### src/rtl/nand_ecc_pkg.sv
package nand_ecc_pkg;
  localparam int PAR_BITS = 12;
  localparam int CODE_W   = 2 * PAR_BITS;
  localparam int BIT_W    = 3;
  localparam int BYTE_W   = PAR_BITS - BIT_W;
  localparam int FIX_WEIGHT = PAR_BITS;

  typedef enum logic [1:0] {
    ST_CLEAN = 2'd0,
    ST_FIXED = 2'd1,
    ST_CODE  = 2'd2,
    ST_FATAL = 2'd3
  } secStatus_e;

  typedef struct packed {
    logic load;
    logic step;
    logic last;
  } ctlStrobe_t;

  function automatic logic [PAR_BITS-1:0] evenPart(input logic [CODE_W-1:0] c);
    return {c[19:16], c[7:0]};
  endfunction

  function automatic logic [PAR_BITS-1:0] oddPart(input logic [CODE_W-1:0] c);
    return {c[23:20], c[15:8]};
  endfunction
endpackage

### src/rtl/nand_ecc_classify.sv
module nand_ecc_classify
  import nand_ecc_pkg::*;
(
  input  logic [CODE_W-1:0] storedCode,
  input  logic [CODE_W-1:0] calcCode,
  output secStatus_e        verdict,
  output logic [BYTE_W-1:0] byteOff,
  output logic [BIT_W-1:0]  bitIdx
);
  logic [PAR_BITS-1:0] synEven;
  logic [PAR_BITS-1:0] synOdd;
  logic [4:0]          weight;
  logic                erased;

  always_comb begin
    synEven = evenPart(storedCode) ^ evenPart(calcCode);
    synOdd  = oddPart(storedCode) ^ oddPart(calcCode);
    weight  = 5'($countones({synOdd, synEven}));
    erased  = (storedCode == {CODE_W{1'b1}}) && (calcCode == '0);
    byteOff = '0;
    bitIdx  = '0;
    if (erased || weight == 5'd0) begin
      verdict = ST_CLEAN;
    end else if (weight == 5'(FIX_WEIGHT)) begin
      verdict = ST_FIXED;
      byteOff = synOdd[PAR_BITS-1:BIT_W];
      bitIdx  = synOdd[BIT_W-1:0];
    end else if (weight == 5'd1) begin
      verdict = ST_CODE;
    end else begin
      verdict = ST_FATAL;
    end
  end
endmodule

### src/rtl/nand_ecc_ctrl.sv
module nand_ecc_ctrl
  import nand_ecc_pkg::*;
#(
  parameter int SECTORS = 4,
  parameter int IDX_W   = 2
) (
  input  logic             clk,
  input  logic             rstN,
  input  logic             start,
  output ctlStrobe_t       strobe,
  output logic [IDX_W-1:0] sectorIdx,
  output logic             busy
);
  localparam logic [IDX_W-1:0] LAST_IDX = IDX_W'(SECTORS - 1);

  always_comb begin
    strobe.load = start && !busy;
    strobe.step = busy;
    strobe.last = busy && (sectorIdx == LAST_IDX);
  end

  always_ff @(posedge clk) begin
    if (!rstN) begin
      busy      <= 1'b0;
      sectorIdx <= '0;
    end else if (strobe.load) begin
      busy      <= 1'b1;
      sectorIdx <= '0;
    end else if (busy) begin
      if (strobe.last) begin
        busy      <= 1'b0;
        sectorIdx <= '0;
      end else begin
        sectorIdx <= IDX_W'(sectorIdx + 1'b1);
      end
    end
  end

  p_busy_ends_r9: assert property (@(posedge clk) disable iff (!rstN)
    strobe.last |=> !busy);
  p_first_sector_r2: assert property (@(posedge clk) disable iff (!rstN)
    $rose(busy) |-> sectorIdx == '0);
endmodule

### src/rtl/nand_ecc_datapath.sv
module nand_ecc_datapath
  import nand_ecc_pkg::*;
#(
  parameter int SECTORS = 4,
  parameter int IDX_W   = 2
) (
  input  logic                      clk,
  input  logic                      rstN,
  input  ctlStrobe_t                strobe,
  input  logic [IDX_W-1:0]          sectorIdx,
  input  logic [SECTORS*CODE_W-1:0] storedPage,
  input  logic [SECTORS*CODE_W-1:0] calcPage,
  output logic                      done,
  output logic [IDX_W-1:0]          sectorOut,
  output logic [1:0]                status,
  output logic [BYTE_W-1:0]         errByte,
  output logic [BIT_W-1:0]          errBit,
  input  logic [BYTE_W-1:0]         fixOffset,
  input  logic [7:0]                fixByteIn,
  output logic [7:0]                fixByteOut
);
  logic [SECTORS*CODE_W-1:0] heldStored;
  logic [SECTORS*CODE_W-1:0] heldCalc;
  logic [CODE_W-1:0]         storedSlice [SECTORS];
  logic [CODE_W-1:0]         calcSlice   [SECTORS];
  secStatus_e                curVerdict;
  logic [BYTE_W-1:0]         curByte;
  logic [BIT_W-1:0]          curBit;
  logic                      flipHit;

  for (genvar g = 0; g < SECTORS; g++) begin : g_slice
    assign storedSlice[g] = heldStored[g*CODE_W +: CODE_W];
    assign calcSlice[g]   = heldCalc[g*CODE_W +: CODE_W];
  end

  nand_ecc_classify classifier (
    .storedCode (storedSlice[sectorIdx]),
    .calcCode   (calcSlice[sectorIdx]),
    .verdict    (curVerdict),
    .byteOff    (curByte),
    .bitIdx     (curBit)
  );

  always_ff @(posedge clk) begin
    if (!rstN) begin
      heldStored <= '0;
      heldCalc   <= '0;
      done       <= 1'b0;
      sectorOut  <= '0;
      status     <= ST_CLEAN;
      errByte    <= '0;
      errBit     <= '0;
    end else begin
      if (strobe.load) begin
        heldStored <= storedPage;
        heldCalc   <= calcPage;
      end
      done <= strobe.step;
      if (strobe.step) begin
        sectorOut <= sectorIdx;
        status    <= curVerdict;
        errByte   <= curByte;
        errBit    <= curBit;
      end
    end
  end

  always_comb begin
    flipHit    = (status == ST_FIXED) && (fixOffset == errByte);
    fixByteOut = fixByteIn ^ (flipHit ? 8'(8'd1 << errBit) : 8'h00);
  end

  p_last_index_r2: assert property (@(posedge clk) disable iff (!rstN)
    strobe.last |-> sectorIdx == IDX_W'(SECTORS - 1));
  p_sector_order_r2: assert property (@(posedge clk) disable iff (!rstN)
    (done && $past(done)) |-> sectorOut == IDX_W'($past(sectorOut) + 1'b1));
  p_clean_no_loc_r3: assert property (@(posedge clk) disable iff (!rstN)
    (status == ST_CLEAN) |-> (errByte == '0 && errBit == '0));
  p_code_no_loc_r5: assert property (@(posedge clk) disable iff (!rstN)
    (status == ST_CODE) |-> (errByte == '0 && errBit == '0));
  p_fatal_no_loc_r6: assert property (@(posedge clk) disable iff (!rstN)
    (status == ST_FATAL) |-> (errByte == '0 && errBit == '0));
  p_fix_one_bit_r8: assert property (@(posedge clk) disable iff (!rstN)
    (status == ST_FIXED && fixOffset == errByte) |-> $countones(fixByteOut ^ fixByteIn) == 1);
  p_fix_passthru_r8: assert property (@(posedge clk) disable iff (!rstN)
    (status != ST_FIXED) |-> fixByteOut == fixByteIn);
endmodule

### src/rtl/nand_ecc_correct.sv
module nand_ecc_correct
  import nand_ecc_pkg::*;
#(
  parameter int SECTORS = 4,
  parameter int IDX_W   = (SECTORS > 1) ? $clog2(SECTORS) : 1
) (
  input  logic                      clk,
  input  logic                      rstN,
  input  logic                      start,
  input  logic [SECTORS*CODE_W-1:0] storedPage,
  input  logic [SECTORS*CODE_W-1:0] calcPage,
  output logic                      busy,
  output logic                      done,
  output logic [IDX_W-1:0]          sectorOut,
  output logic [1:0]                status,
  output logic [BYTE_W-1:0]         errByte,
  output logic [BIT_W-1:0]          errBit,
  input  logic [BYTE_W-1:0]         fixOffset,
  input  logic [7:0]                fixByteIn,
  output logic [7:0]                fixByteOut
);
  ctlStrobe_t       strobe;
  logic [IDX_W-1:0] sectorIdx;

  nand_ecc_ctrl #(.SECTORS(SECTORS), .IDX_W(IDX_W)) ctrl (
    .clk       (clk),
    .rstN      (rstN),
    .start     (start),
    .strobe    (strobe),
    .sectorIdx (sectorIdx),
    .busy      (busy)
  );

  nand_ecc_datapath #(.SECTORS(SECTORS), .IDX_W(IDX_W)) datapath (
    .clk        (clk),
    .rstN       (rstN),
    .strobe     (strobe),
    .sectorIdx  (sectorIdx),
    .storedPage (storedPage),
    .calcPage   (calcPage),
    .done       (done),
    .sectorOut  (sectorOut),
    .status     (status),
    .errByte    (errByte),
    .errBit     (errBit),
    .fixOffset  (fixOffset),
    .fixByteIn  (fixByteIn),
    .fixByteOut (fixByteOut)
  );
endmodule

### config.mk
export PLATFORM = sky130hd
export DESIGN_NAME = nand_ecc_correct
export DESIGN_NICKNAME = d
export VERILOG_FILES = /design/src/rtl/nand_ecc_pkg.sv /design/src/rtl/nand_ecc_classify.sv /design/src/rtl/nand_ecc_ctrl.sv /design/src/rtl/nand_ecc_datapath.sv /design/src/rtl/nand_ecc_correct.sv
export SDC_FILE = /design/constraint.sdc
export NUM_CORES = 1
export LEC_CHECK = 0
export BUFFER_PORTS_ARGS = -buffer_cell sky130_fd_sc_hd__buf_4
export CAP_MARGIN = 20
export CELL_PAD_IN_SITES_DETAIL_PLACEMENT = 1
export CELL_PAD_IN_SITES_GLOBAL_PLACEMENT = 1
export CORE_MARGIN = 2
export CORE_UTILIZATION = 39
export DETAILED_ROUTE_END_ITERATION = 10
export PLACE_DENSITY_LB_ADDON = 0.1
export SYNTH_ARGS = -nofsm -noshare
export SYNTH_HDL_FRONTEND = slang
export SYNTH_HIERARCHICAL = 1
export SYNTH_SLANG_ARGS = --single-unit
### constraint.sdc
create_clock -name clk -period 6.2 [get_ports clk]
set_input_delay 0.62 -clock clk [delete_from_list [all_inputs] [get_ports clk]]
set_output_delay 0.62 -clock clk [all_outputs]
set_load 0.03 [all_outputs]
==> run_results.csv <==
group,metric,value,unit
status,status,"finished, violations left",
status,violations,"design-rule violations",
power_and_ir_drop,power.density,327,nW/µm²
power_and_ir_drop,p_leak,5.44,nW
timing,worst_pin_slew,1.06,ns
logic_synthesis,syn-cell-area,10400,µm²
layout,area_delta_synth_final,29.0,%
timing,period_minus_slack,5.96,ns
logic_synthesis,yosysMostFrequentCell,"dfxtp_1",
logic_synthesis,synth_top_family_by_area,"multiplexers",
route,antenna_left,0,
power_and_ir_drop,irDropWorstVdd,170,µV
cts,worstSkewPairLatency,0.51,ns
timing,setup_tns,0,ns
logic_synthesis,synth_warnings,6,
logic_synthesis,synthMuxAreaShare,30.4,%
cts,cts_max_level,1,
floorplan,die_area,28000,µm²
placed_design,portBuffers,237,
setup_path,cp-start-kind,"flip-flop",
logic_synthesis,synth-edff-count,0,
global_routing,grt.overflow.total,0,
floorplan,core,26100,µm²
cts,clock_path_buffers,3,
hold_path,hp-class,"input pin to flip-flop",
logic_synthesis,async_reset_ff_share,0,%
logic_synthesis,synth_area_leaders,"dfxtp_1, mux2i_1, nor2b_1, mux4_2, fa_1",
route,dr.pass1.iters,7,
setup_path,cp.required,6.65,ns
logic_synthesis,synthAdderAreaFrac,4.11,%
logic_synthesis,yosysTopAreaCell,"dfxtp_1",
route,num_vias,7379,
cts,cts_root_buf,"clkbuf_16",
route,drc,14,
run,cap_violations,0,
layout,drive_above_1_share,32.5,%
logic_synthesis,synth_flop_cell,"dfxtp_1",
cts,cts_sinks,212,
global_routing,grt_pass1_vias,7724,
timing,slew_viol_final,0,
cts,clkTransAtPathRegs,0.06,ns
logic_synthesis,ys_ff_latch,212,
floorplan,initial_core_util,39.8,%
logic_synthesis,ys_seq_area_share,40.8,%
floorplan,ios,238,
timing,finClkSkew,0.00996,ns
layout,nets,1355,
logic_synthesis,synthCells,892,
setup_path,crit_fanout,15,
timing,finalHoldViolCount,0,
placed_design,gp_congestion,0.827,
global_routing,antenna_found_initial,0,
timing,finalCritPeriodShare,96.1,%
floorplan,num_rows,59,
timing,finalHoldWorstSlack,0.366,ns
logic_synthesis,synth_xor_area_share,3.70,%
setup_path,arrival,6.41,ns
route,wire_per_inst,20.4,µm
timing,fmax,168,MHz
logic_synthesis,synth-simple-area-share,17.2,%
logic_synthesis,syn-num-nets,1128,
placed_design,hpwl,22400,µm
route,wirelength,30000,µm
logic_synthesis,synth-compound-area-share,0.625,%
timing,slew_headroom,29.4,%
route,drt_iter0_markers,454,
floorplan,die_h,167,µm
setup_path,cp-end-kind,"flip-flop",
global_routing,grt_usage,20.9,%
cts,cts_tree,"done",
route,vias_per_cell,5.02,
global_routing,grt_pass1_wl,45600,µm
timing,setup_viol,0,
layout,antenna_cells,0,
setup_path,path_class,"flip-flop to flip-flop",
logic_synthesis,netlist_top_cells_count,"dfxtp_1, nor2b_1, mux2i_1",
cts,cts_made_buffers,25,
floorplan,die_width,167,µm
global_routing,grt_max_degree,127,
logic_synthesis,avgSynthCellArea,11.7,µm²
logic_synthesis,synth.distinct_cells,44,
logic_synthesis,synth.top_cell.area_share,40.8,%
==> metal layers <==
layer | wire length (µm) | up-vias | GRT usage [%]
li1 | - | 3566 | -
met1 | 13400 | 3621 | 28.2
met2 | 14500 | 167 | 35.5
met3 | 1660 | 25 | 3.90
met4 | 420 | 0 | 3.89
met5 | 0 | - | 0
==> through the flow <==
step / area [µm²] / setup WS, ns / total power, mW / instances / util, %
global placement: 12500 / 0.342 / 2.95 / 1422 / 48.0
floorplan: 10400 / 0.150 / 2.57 / 892 / -
finish: 13400 / 0.239 / 4.38 / 1469 / 51.4
detailed placement: 12500 / 0.129 / 3.00 / 1422 / 48.0
CTS: 13300 / 0.0917 / 4.41 / 1464 / 50.9
global route: 13400 / -0.00863 / 4.66 / 1469 / 51.4
==> cell type report <==
type,count,area [µm²]
Clock buffer,40,763
Clock inverter,2,17.5
Fill cell,2796,12700
Inverter,13,48.8
Multi-Input combinational cell,606,5920
Sequential cell,212,4250
Tap cell,335,419
Timing Repair Buffer,261,2010
==> logic make-up after synthesis <==
| kind of cell | after synthesis |
|---|---|
| muxes | 256 |
| adders and majority gates | 24 |
| buffers and inverters | 74 |
| and+or+nand+nor | 273 |
| DFF | 212 |
| xor gates and xnor gates | 44 |
| AOI/OAI and AO/OA | 9 |
==> path summary, 6_finish.rpt <==
path                              start  cells past startpoint                     to  slack [ns]
setup / recovery      ctrl/sectorIdx[0]                     19    datapath/errByte[6]        0.24
setup reg to reg      ctrl/sectorIdx[0]                     19    datapath/errByte[6]        0.24
hold / removal             calcPage[13]                      3  datapath/heldCalc[13]        0.37
hold reg to reg   datapath/heldCalc[47]                      2  datapath/heldCalc[47]        0.51
==> registers in the layout, indices dropped and copies added (netlist names) <==
name	cells
datapath/heldCalc	96
datapath/status	2
datapath/heldStored	96
ctrl/sectorIdx	2
datapath/errByte	9
datapath/sectorOut	2
datapath/done	1
datapath/errBit	3
ctrl/busy	1
==> worst max-delay path: stages, from the launching register on <==
cell,delay [ns]
dfxtp_4,0.42
buf_12,0.19
mux4_2,0.59
xnor2_2,0.22
fa_1,0.46
fa_1,0.51
fa_1,0.52
fa_1,0.54
inv_1,0.05
fa_1,0.54
ha_1,0.17
inv_1,0.05
fa_1,0.47
nor2b_1,0.18
o2111ai_1,0.14
nand4b_1,0.20
buf_4,0.20
nor3_1,0.23
mux2i_1,0.11
nor2b_1,0.11
==> what timing repair did <==
action | CTS | global route
hold buffers | 0 | 0
endpoints found under the setup margin | 0 | 13
setup buffers | 0 | 5
gates resized for setup | 0 | 11
==> cells in the final DEF, fill, tap and decap left out, types with 6 or more instances in the layout <==
cell type	n
buf_4	257
dfxtp_1	210
nor2b_1	209
mux2i_1	208
mux4_2	48
clkbuf_16	26
xnor2_1	20
fa_1	17
xor2_1	16
inv_1	13
nor3_1	9
clkbuf_1	8
xnor2_2	8
nor4bb_1	7
ha_1	7
clkbuf_8	6
==> report_power, final <==
part	internal, mW	switching, mW	total (mW)
registers	1.45	0.0651	1.52
logic	0.716	0.757	1.47
clock network	0.836	0.558	1.39
total	3.00	1.38	4.38
No activity file was read; power rests on OpenSTA's default activity.
